**src/rtl/lcd_scan_pkg.sv**
```systemverilog
package lcd_scan_pkg;
   parameter int SEG_N_DEF  = 64;
   parameter int LINE_N_DEF = 64;
   parameter int BYTE_W_DEF = 8;
endpackage

```
**src/rtl/lss_line_ctr.sv**
```systemverilog
module lss_line_ctr #(
   parameter int LINE_N = lcd_scan_pkg::LINE_N_DEF,
   localparam int ZW = $clog2(LINE_N)
) (
   input  logic          clk,
   input  logic          rst_n,
   input  logic          line_tick,
   input  logic          frame_hi,
   input  logic [ZW-1:0] start_line,
   output logic [ZW-1:0] z
);
   always_ff @(posedge clk or negedge rst_n) begin
      if (!rst_n)
         z <= '0;
      else if (line_tick)
         z <= frame_hi ? start_line : z + 1'b1;
   end

   a_r2_preset: assert property (@(posedge clk) disable iff (!rst_n)
      line_tick && frame_hi |=> z == $past(start_line));
   a_r3_advance: assert property (@(posedge clk) disable iff (!rst_n)
      line_tick && !frame_hi |=> z == ZW'($past(z) + 1'b1));
   a_r3_hold: assert property (@(posedge clk) disable iff (!rst_n)
      !line_tick |=> $stable(z));
endmodule

```
**src/rtl/lss_row_fetch.sv**
```systemverilog
module lss_row_fetch #(
   parameter int SEG_N  = lcd_scan_pkg::SEG_N_DEF,
   parameter int LINE_N = lcd_scan_pkg::LINE_N_DEF,
   parameter int BYTE_W = lcd_scan_pkg::BYTE_W_DEF,
   localparam int ZW = $clog2(LINE_N),
   localparam int BW = $clog2(BYTE_W),
   localparam int PW = ZW - BW,
   localparam int CW = $clog2(SEG_N)
) (
   input  logic              clk,
   input  logic              rst_n,
   input  logic              line_tick,
   input  logic [ZW-1:0]     z,
   output logic              rd_en,
   output logic [PW-1:0]     rd_page,
   output logic [CW-1:0]     rd_col,
   input  logic [BYTE_W-1:0] rd_data,
   output logic [SEG_N-1:0]  row
);
   logic          active;
   logic [CW-1:0] cnt;
   logic          vld_q;
   logic [CW-1:0] col_q;

   always_ff @(posedge clk or negedge rst_n) begin
      if (!rst_n) begin
         active <= 1'b0;
         cnt    <= '0;
      end else if (line_tick) begin
         active <= 1'b1;
         cnt    <= '0;
      end else if (active) begin
         cnt <= cnt + 1'b1;
         if (cnt == CW'(SEG_N - 1))
            active <= 1'b0;
      end
   end

   assign rd_en   = active;
   assign rd_page = z[ZW-1:BW];
   assign rd_col  = cnt;

   always_ff @(posedge clk or negedge rst_n) begin
      if (!rst_n) begin
         vld_q <= 1'b0;
         col_q <= '0;
         row   <= '0;
      end else begin
         vld_q <= rd_en;
         col_q <= cnt;
         if (vld_q)
            row[col_q] <= rd_data[z[BW-1:0]];
      end
   end

   a_r8_start: assert property (@(posedge clk) disable iff (!rst_n)
      line_tick |=> rd_en && rd_col == '0);
   a_r8_col_step: assert property (@(posedge clk) disable iff (!rst_n)
      rd_en && !line_tick |=> !rd_en || rd_col == CW'($past(rd_col) + 1'b1));
   a_r8_stop: assert property (@(posedge clk) disable iff (!rst_n)
      rd_en && rd_col == CW'(SEG_N - 1) && !line_tick |=> !rd_en);
endmodule

```
**src/rtl/lss_seg_latch.sv**
```systemverilog
module lss_seg_latch #(
   parameter int SEG_N = lcd_scan_pkg::SEG_N_DEF
) (
   input  logic             clk,
   input  logic             rst_n,
   input  logic             line_tick,
   input  logic             disp_on,
   input  logic             col_order,
   input  logic [SEG_N-1:0] row,
   output logic [SEG_N-1:0] seg
);
   logic [SEG_N-1:0] mapped;

   for (genvar i = 0; i < SEG_N; i++) begin : g_map
      assign mapped[i] = col_order ? row[i] : row[SEG_N-1-i];
   end

   always_ff @(posedge clk or negedge rst_n) begin
      if (!rst_n)
         seg <= '0;
      else if (line_tick)
         seg <= disp_on ? mapped : '0;
   end

   a_r1_reset_blank: assert property (@(posedge clk)
      !rst_n |-> seg == '0);
   a_r6_off_blank: assert property (@(posedge clk) disable iff (!rst_n)
      line_tick && !disp_on |=> seg == '0);
   a_r7_hold: assert property (@(posedge clk) disable iff (!rst_n)
      !line_tick |=> $stable(seg));
endmodule

```
**src/rtl/lcd_seg_scan.sv**
```systemverilog
module lcd_seg_scan #(
   parameter int SEG_N  = lcd_scan_pkg::SEG_N_DEF,
   parameter int LINE_N = lcd_scan_pkg::LINE_N_DEF,
   parameter int BYTE_W = lcd_scan_pkg::BYTE_W_DEF,
   localparam int ZW = $clog2(LINE_N),
   localparam int BW = $clog2(BYTE_W),
   localparam int PW = ZW - BW,
   localparam int CW = $clog2(SEG_N)
) (
   input  logic              clk,
   input  logic              rst_n,
   input  logic              line_tick,
   input  logic              frame_hi,
   input  logic [ZW-1:0]     start_line,
   input  logic              disp_on,
   input  logic              col_order,
   output logic              rd_en,
   output logic [PW-1:0]     rd_page,
   output logic [CW-1:0]     rd_col,
   input  logic [BYTE_W-1:0] rd_data,
   output logic [SEG_N-1:0]  seg_out
);
   if ((1 << ZW) != LINE_N || (1 << BW) != BYTE_W || LINE_N < BYTE_W) begin : g_bad_geom
      $error("line count and byte width must be powers of two, lines >= byte width");
   end
   if ((1 << CW) != SEG_N) begin : g_bad_seg
      $error("segment count must be a power of two");
   end

   logic [ZW-1:0]    z;
   logic [SEG_N-1:0] row;

   lss_line_ctr #(.LINE_N(LINE_N)) u_ctr (
      .clk(clk), .rst_n(rst_n), .line_tick(line_tick), .frame_hi(frame_hi),
      .start_line(start_line), .z(z)
   );

   lss_row_fetch #(.SEG_N(SEG_N), .LINE_N(LINE_N), .BYTE_W(BYTE_W)) u_fetch (
      .clk(clk), .rst_n(rst_n), .line_tick(line_tick), .z(z),
      .rd_en(rd_en), .rd_page(rd_page), .rd_col(rd_col), .rd_data(rd_data),
      .row(row)
   );

   lss_seg_latch #(.SEG_N(SEG_N)) u_latch (
      .clk(clk), .rst_n(rst_n), .line_tick(line_tick), .disp_on(disp_on),
      .col_order(col_order), .row(row), .seg(seg_out)
   );
endmodule

```
**config.mk**
```make
export PLATFORM = sky130hd
export DESIGN_NAME = lcd_seg_scan
export DESIGN_NICKNAME = d
export VERILOG_FILES = /design/src/rtl/lcd_scan_pkg.sv /design/src/rtl/lss_line_ctr.sv /design/src/rtl/lss_row_fetch.sv /design/src/rtl/lss_seg_latch.sv /design/src/rtl/lcd_seg_scan.sv
export SDC_FILE = /design/constraint.sdc
export NUM_CORES = 1
export LEC_CHECK = 0
export BUFFER_PORTS_ARGS = -buffer_cell sky130_fd_sc_hd__buf_4
export CAP_MARGIN = 20
export CORE_UTILIZATION = 45
export CTS_CLUSTER_DIAMETER = 50
export DETAILED_ROUTE_END_ITERATION = 8
export GPL_ROUTABILITY_DRIVEN = 1
export GPL_TIMING_DRIVEN = 0
export PLACE_DENSITY_LB_ADDON = 0.2
export SLEW_MARGIN = 20
export SYNTH_ARGS = -nofsm -noshare
export SYNTH_HDL_FRONTEND = slang
export SYNTH_HIERARCHICAL = 1
export SYNTH_SLANG_ARGS = --single-unit
export TNS_END_PERCENT = 1
```
**constraint.sdc**
```tcl
create_clock -name clk -period 5.1 [get_ports clk]
set_clock_uncertainty 0.05 [all_clocks]
set_input_delay 1.02 -clock clk [delete_from_list [all_inputs] [get_ports clk]]
set_output_delay 1.02 -clock clk [all_outputs]
set_load 0.03 [all_outputs]
```
# Word-level counts from Yosys, hierarchy flattened
# Index checks and enable logic that the tools add are counted.
# word_totals
wordCells	91
out_inout_bits	74
input_bits	20
regBits	148
# classes
add_sub_neg	2
n_lt_le_gt_ge	3
muxes	76
n_eq_ne	1
reduce_logical	2
# op_table
operator	count
$mux 1	69
$bwmux 64	1
$mux 64	1
$mux 6	3
$add 6x1->6 const B	2
$lt 6x7->1 const B	1
$demux 1 s6	1
$eq 6x6->1 const B	1
$ge 6x1->1 const B	1
$lt 3x4->1 const B	1
$bmux 1 s3	1
$reduce_bool 2->1	1
$logic_and 1x1->1	1

# Logic depth before layout (Yosys ltp)
# Gate-level depths: netlist (run 1).
# logic_depth
word_depth	5
ltp_mapped	5
ltp_nobuf	4

# By module
# The synthesis (run 1) kept the hierarchy.
# modules_own_cells
module	cells_each	seq_area_each_um2	n_inst	area_per_inst_um2
lss_row_fetch	271	1951.9	1	3439.5
lss_seg_latch	277	1601.5	1	3052.9
lss_line_ctr	40	150.1	1	357.8

# Worst setup path after synthesis (run 1)
# Ideal clock, no wire load.
# synth_timing
path_kind	input to register
start	input port rd_data[1]
end	register u_fetch.row[56]
t_arrival_ns	2.217
cell_stages	4
setup_time_ns	0.125
n_path_buf	1
path_slack_ns	2.708
required_time_ns	4.925
cell_sequence	mux4_1 mux2_4 buf_6 mux2_2
# synth_between
elab_chain_len	3
# synth_rtl
item	line	rtl
start, declared	lcd_seg_scan.sv:20	input logic [BYTE_W-1:0] rd_data,
$bmux 1 s3	lss_row_fetch.sv:52	row[col_q] <= rd_data[z[BW-1:0]];
$mux 1 (not written as such)	lss_row_fetch.sv:52	
$bwmux 64	lss_row_fetch.sv:52	
end signal, assigned by index	lss_row_fetch.sv:52	
end, declared	lss_row_fetch.sv:18	output logic [SEG_N-1:0] row
# No other way between the ends. The select of a mux whose other input is x is not followed.
# A chain may end at the register's enable or synchronous reset.

# Final worst setup path (run 1)
# layout_timing
start	register u_ctr.z[3]
end	output port rd_page[0]
# layout_rtl
item	line	rtl
start, declared	lss_line_ctr.sv:10	output logic [ZW-1:0] z
start signal, assigned	lss_line_ctr.sv:16	z <= frame_hi ? start_line : z + 1'b1;
end, declared	lcd_seg_scan.sv:18	output logic [PW-1:0] rd_page,
# No word-level cell between the ends.

==> results of run 1 <==
[through the flow]
stage	cells	cell area, sq um	hold slack, ns	util (%)
after global placement	863	7764	0.3506	52.82
final	896	8369	0.3637	56.94
after CTS	896	8369	0.3621	56.94
after detailed placement	864	7799	0.3465	53.06
after floorplan	588	6850	0.4523	-
after global routing	896	8369	0.3876	56.94
[how the worst max path moves through the flow]
stage	cells after the start	endpoint	slack (ns)	start
final	2	rd_page[0]	2.87	u_ctr/z[3]
after global routing	2	rd_page[2]	2.83	u_ctr/z[5]
after CTS	2	rd_page[0]	2.86	u_ctr/z[3]
after detailed placement	5	u_fetch/row[40]	2.48	rd_data[1]
after global placement	1	u_ctr/z[0]	2.35	rst_n
after floorplan	4	u_fetch/row[56]	2.71	rd_data[1]
[sequential cells by signal, indices dropped and copies added (netlist names)]
| name | count |
|---|---|
| u_fetch/row | 64 |
| u_fetch/col_q | 6 |
| u_fetch/rd_col | 6 |
| u_fetch/rd_en | 1 |
| u_ctr/z | 6 |
| u_fetch/vld_q | 1 |
| u_latch/seg | 64 |
[critical path: stages (launching register included)]
cell and delay, ns:
sky130_fd_sc_hd__dfrtp_1 0.43, sky130_fd_sc_hd__buf_4 0.16, sky130_fd_sc_hd__buf_4 0.15
[power by group]
part	internal, mW	switching (mW)
registers	1.25	0.0592
logic	0.195	0.265
clock network	0.748	0.449
total	2.19	0.774
[kinds of logic after synthesis]
| kind of cell | count (synthesis) | synth area share [%] |
|---|---|---|
| simple gates | 107 | 7.471 |
| flops | 148 | 54.06 |
| mux | 134 | 21.90 |
| compound gates | 80 | 7.306 |
| xor+xnor | 4 | 0.5115 |
| fa+ha+maj | 2 | 0.3652 |
| buf+inv | 113 | 8.384 |
[metal layers]
metal	track usage [%]	vias up	part of all wire [%]
li1	-	2235	-
met1	29.42	2318	48
met2	32.73	97	46
met3	4.493	22	3.6
met4	7.891	0	1.7
met5	0	-	0
[placed cells by master (no fill, tap or decap), types with 3 or more instances in the layout]
cell                          n
sky130_fd_sc_hd__clkbuf_16   17
sky130_fd_sc_hd__nand4b_1     3
sky130_fd_sc_hd__o22ai_1     66
sky130_fd_sc_hd__buf_8        7
sky130_fd_sc_hd__nand2_1      6
sky130_fd_sc_hd__o21ai_0      4
sky130_fd_sc_hd__nor2_1      73
sky130_fd_sc_hd__nand3b_1     3
sky130_fd_sc_hd__mux2_4      12
sky130_fd_sc_hd__nand3_1      4
sky130_fd_sc_hd__buf_6        7
sky130_fd_sc_hd__clkbuf_1    22
sky130_fd_sc_hd__buf_4       93
sky130_fd_sc_hd__a21oi_1      6
sky130_fd_sc_hd__nand4_1      3
sky130_fd_sc_hd__dfrtp_1    148
sky130_fd_sc_hd__mux2i_1     67
sky130_fd_sc_hd__clkbuf_8     6
sky130_fd_sc_hd__nand4bb_1    3
sky130_fd_sc_hd__xor2_1       3
sky130_fd_sc_hd__inv_1       66
sky130_fd_sc_hd__buf_2       15
sky130_fd_sc_hd__mux2_2      53
sky130_fd_sc_hd__or3b_2       3
[layout make-up]
class,instances,area (sq um)
fill,1237,6330
sequential,148,3704
multi-input combinational,327,2572
timing repair buffer,92,718.2
clock buffer,29,530.5
buffer,47,326.6
inverter,66,247.7
tap,184,230.2
clock inverter,3,40.04
==> out/results.ini, run 1 <==
[clock_network]
clock_tree_from_tritoncts = built
insertion_delay_ns = 0.42
post_cts_hold_buffer_count = 0
clk_pin_slew_worst_paths_ns = 0.06
cts.sink_count = 148
root_buf_cell = sky130_fd_sc_hd__clkbuf_16
cts_buffer_depth = 2
cts_resized = 0
clock_tree.htree_level_count = 4
tritoncts_buffers = 17
postCtsSetupBuffers = 0

[critical_path]
critPathArrivalTime_ns = 1.16
regToRegStartpoint = u_fetch/col_q[1]
critical_path_peak_fanout = 6
critPathLaunchType = flop
crit_type = flop to output port
timing.reg2reg.worst_path_depth = 4
crit_path_end_kind = output port
setup.reg_to_reg.worst_slack_ns = 3.06
worst_ep_required_time_ns = 4.03
regToRegEndpoint = u_fetch/row[45]

[timing]
finalHoldViolations = 0
maxSlewViolCount = 0
fin_ws_ns = 2.866
tightestPinTransition_ns = 0.6873
tns_ns = 0
grt_setup_unrepaired = no
highest_achievable_clock_rate_mhz = 447.5
final_min_period_over_clock_period_pct = 43.81
final.min_clock_period_ns = 2.234
max-slew-margin-rel_pct = 54.18
timing.final.setup_violations = 0

[hold_path]
endpoint_worst_hold = u_fetch/vld_q
min_path_cells = 0
hold_path_startpoint = u_fetch/rd_en
hp-class = flop to flop

[power]
max-vdd-ir-drop_uv = 237.0
power-per-cell-area_nw_per_um2 = 354.4
design_power_total_mw = 2.966
p_leak_nw = 3.999

[yosys]
post_synth.cell_area_avg_sq_um = 11.65
ys_dominant_reg_cell = sky130_fd_sc_hd__dfrtp_1
yosysMostFrequentCell = sky130_fd_sc_hd__dfrtp_1
post-synth-top-area-cell = sky130_fd_sc_hd__dfrtp_1
synth.net_count = 610
netlist_instances = 588
synth.lib_cells_used.distinct = 36
synth_commonest_cells = sky130_fd_sc_hd__dfrtp_1 (148), sky130_fd_sc_hd__nor2_1 (73), sky130_fd_sc_hd__mux2i_1 (67), sky130_fd_sc_hd__inv_1 (66), sky130_fd_sc_hd__o22ai_1 (66)
ys.warnings.count = 6
async_reset_ff_share_pct = 100.0
syn-cell-area_sq_um = 6850
seq_area_frac_synth_pct = 54.06
synth-seq-cells = 148
yosys-top-cells-area = sky130_fd_sc_hd__dfrtp_1 (54%), sky130_fd_sc_hd__mux2i_1 (9.8%), sky130_fd_sc_hd__mux2_2 (8.7%)
post-synth-top-area-fraction_pct = 54.06
synth_enable_flop_cells = 0

[floorplan]
die_h_microns = 125.4
fp.dieW_microns = 125.4
placementRows = 44
core_area_sq_um = 14700
io_pins = 94
full_die_area_sq_um = 15720
floorplan.initialDensity_pct = 46.60

[drt]
vias_per_cell = 5.214
antenna_left = 0
dr.first_iter.drc_count = 270
routed_wire_length_per_instance_microns = 17.29
detailroute.via_count = 4672
drc = 4
drt_pass1_iterations = 8
drt-total-wl_microns = 15500

[cells_and_area]
layout.nets = 721
area_grow_syn2layout_pct = 22.17
layout-drive-gt1-share_pct = 30.90
diodes = 0

[placement]
detailedPlacementHpwl_microns = 10310
minimum_setup_slack_after_placement_ns = 2.476
gp_congestion = 0.7566
portBuffers = 91

[run_status]
run_status = finished, violations left
violations_in_the_final_reports = design-rule violations

[global_routing]
groute.usage.overall_pct = 21.18
antenna_found_initial = 0
grt_pass1_wl_microns = 25610
number_of_global_route_vias_before_repair = 4804
grt_overflow = 0
maximum_number_of_pins_on_one_net_before_global_route_repair = 92

[run]
cap_viol_max_count = 0

Note: power is estimated with default switching activity, not from simulation.
==> run 2, diff against run 1 <==
Clock period 5.1 ns to 1.97 ns, I/O delays scaled along.
==> out/results.ini, run 2 (same netlist as run 1, synthesis figures left out) <==
[cells_and_area]
fillers = 1235
layout.nets = 726
total_non_filler_cell_area_in_the_finished_layout_sq_um = 8428
final_cell_mix = sky130_fd_sc_hd__dfrtp_1 (147), sky130_fd_sc_hd__buf_4 (97), sky130_fd_sc_hd__nor2_1 (73)
multi_input_area_sq_um = 2569
final_common_cell = sky130_fd_sc_hd__dfrtp_1
layout-drive-gt1-share_pct = 32.50
area_grow_syn2layout_pct = 23.03
sequential_cell_area_sq_um = 3705
utilization_pct = 57.34
top_regs = u_fetch/row x64, u_latch/seg x64
diodes = 0

[placement]
postPlaceCellArea_sq_um = 7799
gp_congestion = 0.7566
detailedPlacementHpwl_microns = 10310
portBuffers = 91
minimum_setup_slack_after_placement_ns = -0.06156

[global_routing]
grt_pass1_wl_microns = 25780
groute.usage.overall_pct = 21.34
number_of_global_route_vias_before_repair = 4826
antenna_found_initial = 0
maximum_number_of_pins_on_one_net_before_global_route_repair = 92
grt_overflow = 0

[floorplan]
io_pins = 94
core_area_sq_um = 14700
placementRows = 44
full_die_area_sq_um = 15720
die_h_microns = 125.4
fp.dieW_microns = 125.4
floorplan.initialDensity_pct = 46.60

[timing]
final.min_clock_period_ns = 1.920
finalHoldViolations = 0
tightestPinTransition_ns = 0.6857
final_min_period_over_clock_period_pct = 97.48
highest_achievable_clock_rate_mhz = 520.7
max-slew-margin-rel_pct = 54.28
grt_setup_unrepaired = yes
timing.final.setup_violations = 0
maxSlewViolCount = 0
fin_ws_ns = 0.04955

[clock_network]
tritoncts_buffers = 17
root_buf_cell = sky130_fd_sc_hd__clkbuf_16
clock_tree_from_tritoncts = built
cts_buffer_depth = 2
clk_pin_slew_worst_paths_ns = 0.06
cts.sink_count = 148
clock_tree.htree_level_count = 4
insertion_delay_ns = 0.42

[drt]
drt_pass1_iterations = 8
vias_per_cell = 5.218
drc = 4
drt-total-wl_microns = 15620
dr.first_iter.drc_count = 257
detailroute.via_count = 4701
antenna_left = 0
routed_wire_length_per_instance_microns = 17.33

[run]
cap_viol_max_count = 0

[power]
internal_power_mw = 5.707
power-per-cell-area_nw_per_um2 = 916.7
p_leak_nw = 4.032
p_sw_share_pct = 26.13
comb_power_share_pct = 15.9
max-vdd-ir-drop_uv = 614.4
pwr-share-seq_pct = 43.9
design_power_total_mw = 7.726
p_switching_mw = 2.019
share_clk_of_total_power_pct = 40.2

[run_status]
run_status = finished, violations left
violations_in_the_final_reports = design-rule violations

[hold_path]
hp-class = primary input to flop
min_path_cells = 2
hold_path_startpoint = line_tick

[critical_path]
crit_type = flop to flop
crit_start = u_ctr/z[0]
critPathArrivalTime_ns = 2.17
regToRegStartpoint = u_ctr/z[0]
critical_path_peak_fanout = 10
critPathLaunchType = flop
crit_path_end_kind = flop
timing.critical_path.slowest_stage_cell = sky130_fd_sc_hd__mux4_2
cp_cell_sequence = mux4_2 -> mux2_4 -> buf_6 -> mux2_2
slowest_delay_ns = 0.51
worst_ep_required_time_ns = 2.22
timing.reg2reg.worst_path_depth = 4

## run 2: final cells by class
cell class	count	share of cell area, %
buffer	46	3.890
clock buffer	29	6.295
clock inverter	3	0.4751
inverter	66	2.939
multi-input combinational	327	30.48
sequential	148	43.96
tap	184	2.732
timing repair buffer	98	9.234
## run 2: path summary, 6_finish.rpt
check | slack [ns] | endpoint
max in group asynchronous | 0.59 | u_ctr/z[0]
max | 0.05 | u_fetch/row[57]
min in group asynchronous | 0.54 | u_latch/seg[43]
min | 0.20 | u_fetch/rd_col[2]
max reg2reg | 0.05 | u_fetch/row[57]
min reg2reg | 0.36 | u_fetch/vld_q
## run 2: timing repair
item / CTS / global route
hold buffers: 1 / 0
setup buffers: 4 / 1
setup endpoints to repair: 60 / 32
resized for setup: 4 / 8
hold endpoints to repair: 90 / 0
pin swaps: 1 / 1
## run 2: through the flow
step | hold WS (ns) | TNS, ns | cells
global placement | 0.3506 | -21.67 | 863
finish | 0.1968 | 0 | 901
floorplan | 0.04841 | 0 | 588
CTS | 0.1869 | 0 | 900
global route | 0.2027 | -0.07149 | 901
detailed placement | 0.3465 | -2.804 | 864
## run 2: power by group through the flow
stage | Clock (mW) | Combinational [mW] | Sequential, mW
2_1_floorplan | 0 | 0.659 | 3.53
3_3_place_gp | 0 | 1.17 | 3.43
3_5_place_dp | 0 | 1.20 | 3.44
4_1_cts | 3.17 | 1.24 | 3.39
5_1_grt | 3.31 | 1.32 | 3.42
6_report | 3.10 | 1.23 | 3.39
## run 2: critical path: cells and delay by family, from the launching register on
kind,cells,cell delay [ns]
DFF,1,0.43
buffers and inverters,1,0.17
muxes,3,1.15
## run 2: metal layers
metal	up-vias	global-route usage [%]	part of all wire (%)
met5	-	0	0
met4	0	7.891	1.8
met3	24	4.493	3.8
met2	104	33.03	46
met1	2327	29.64	48
li1	2246	-	-
==> run 3, diff against run 2 <==
Settings changed: SETUP_SLACK_MARGIN set to 0.1.
==> out/results.ini, run 3 (same netlist as run 1, synthesis figures left out) <==
[placement]
postPlaceCellArea_sq_um = 7796
placed_cell_count = 864
detailedPlacementHpwl_microns = 10320
gp_congestion = 0.7635
portBuffers = 91

[power]
share_clk_of_total_power_pct = 42.3
design_power_total_mw = 8.025
max-vdd-ir-drop_uv = 500.4
power-per-cell-area_nw_per_um2 = 943.4
p_sw_share_pct = 25.72
p_switching_mw = 2.064
pwr-share-seq_pct = 42.3
comb_power_share_pct = 15.4
internal_power_mw = 5.961
p_leak_nw = 4.074

[cells_and_area]
multi_input_area_sq_um = 2601
final_cell_mix = sky130_fd_sc_hd__dfrtp_1 (147), sky130_fd_sc_hd__buf_4 (99), sky130_fd_sc_hd__nor2_1 (72)
diodes = 0
utilization_pct = 57.87
fillers = 1260
final_common_cell = sky130_fd_sc_hd__dfrtp_1
top_regs = u_fetch/row x64, u_latch/seg x64
layout.nets = 727
total_non_filler_cell_area_in_the_finished_layout_sq_um = 8507
sequential_cell_area_sq_um = 3705
layout-drive-gt1-share_pct = 33.47
finalNonFillerCells = 901
area_grow_syn2layout_pct = 24.18

[critical_path]
critPathLaunchType = flop
cp_cell_sequence = mux4_2 -> mux2_2 -> buf_6 -> mux2_2
crit_type = flop to flop
critical_path_peak_fanout = 10
critPathArrivalTime_ns = 2.19
timing.critical_path.mode_cell = sky130_fd_sc_hd__mux2_2
critPathBufInv = 1
crit_path_end_kind = flop
worst_ep_required_time_ns = 2.22
slowest_delay_ns = 0.58
timing.critical_path.slowest_stage_cell = sky130_fd_sc_hd__mux4_2
cell_family_with_most_cp_delay = multiplexers

[timing]
timing.final.setup_violations = 0
grt_setup_unrepaired = yes
final_min_period_over_clock_period_pct = 98.62
highest_achievable_clock_rate_mhz = 514.7
worst_hold_slack_ns = 0.1930
maxSlewViolCount = 0
max-slew-margin-rel_pct = 54.05
finalHoldViolations = 0
tightestPinTransition_ns = 0.6893
final.min_clock_period_ns = 1.943

[clock_network]
cts.sink_count = 148
clock_tree_from_tritoncts = built
cts_buffer_depth = 2
clock_tree.htree_level_count = 4
root_buf_cell = sky130_fd_sc_hd__clkbuf_16
clk_pin_slew_worst_paths_ns = 0.06
tritoncts_buffers = 17
insertion_delay_ns = 0.42

[floorplan]
die_h_microns = 125.4
full_die_area_sq_um = 15720
floorplan.initialDensity_pct = 46.60
core_area_sq_um = 14700
fp.dieW_microns = 125.4
placementRows = 44
io_pins = 94

[drt]
dr.first_iter.drc_count = 291
drt-total-wl_microns = 15690
drc = 4
vias_per_cell = 5.228
routed_wire_length_per_instance_microns = 17.42
detailroute.via_count = 4710
drt_pass1_iterations = 8
antenna_left = 0

[global_routing]
grt_pass1_wl_microns = 25630
number_of_global_route_vias_before_repair = 4762
grt_overflow = 0
antenna_found_initial = 0
maximum_number_of_pins_on_one_net_before_global_route_repair = 80
groute.usage.overall_pct = 21.37

[run_status]
run_status = finished, violations left
violations_in_the_final_reports = design-rule violations

[run]
cap_viol_max_count = 0

[hold_path]
hp-class = primary input to flop

-- run 3: worst min-delay path: stages --
cell and delay, ns:
sky130_fd_sc_hd__buf_4 0.08, sky130_fd_sc_hd__o22ai_1 0.05, sky130_fd_sc_hd__a21oi_1 0.10
-- run 3: path summary, 6_finish.rpt --
kind                                from               to  slack, ns  depth (start not counted)
setup / recovery              u_ctr/z[0]   u_fetch/row[4]       0.03                          4
hold / removal             start_line[3]       u_ctr/z[3]       0.19                          3
setup reg to reg              u_ctr/z[0]   u_fetch/row[4]       0.03                          4
hold reg to reg            u_fetch/rd_en    u_fetch/vld_q       0.36                          0
max in group asynchronous          rst_n       u_ctr/z[0]       0.59                          3
min in group asynchronous          rst_n  u_latch/seg[47]       0.51                          2
-- run 3: area by class of cell --
cell class	instances	share of cell area, %
sequential	148	43.55
clock inverter	10	1.809
inverter	66	2.912
clock buffer	21	5.530
tap	184	2.706
timing repair buffer	99	9.090
buffer	45	3.824
multi-input combinational	328	30.58
-- run 3: per-stage QoR --
stage               worst slack, ns  setup TNS (ns)
finish                      0.02723               0
detailed placement         -0.01743        -0.06251
global placement            -0.2839          -19.52
floorplan                    0.1341               0
global route               -0.01528         -0.1617
CTS                         0.01952               0
-- run 3: timing repair --
item	in CTS	in global routing
buffers inserted	5	1
cloned	1	0
hold buffers	1	0
endpoints found under the hold margin	78	0
resized for setup	4	13
pin swaps	1	1
endpoints found under the setup margin	61	62
-- run 3: metal layers --
layer | track usage, % | wire (microns) | up-vias
met4 | 8.250 | 300 | 0
li1 | - | - | 2257
met2 | 32.04 | 7202 | 112
met3 | 5.392 | 734 | 26
met5 | 0 | 0 | -
met1 | 29.82 | 7456 | 2315
-- run 3: power groups by stage --
stage	Sequential [mW]	Combinational (mW)	Clock, mW
floorplan	3.53	0.660	0
global placement	3.43	1.17	0
detailed placement	3.44	1.20	0
CTS	3.39	1.24	3.47
global route	3.43	1.32	3.61
finish	3.40	1.23	3.40
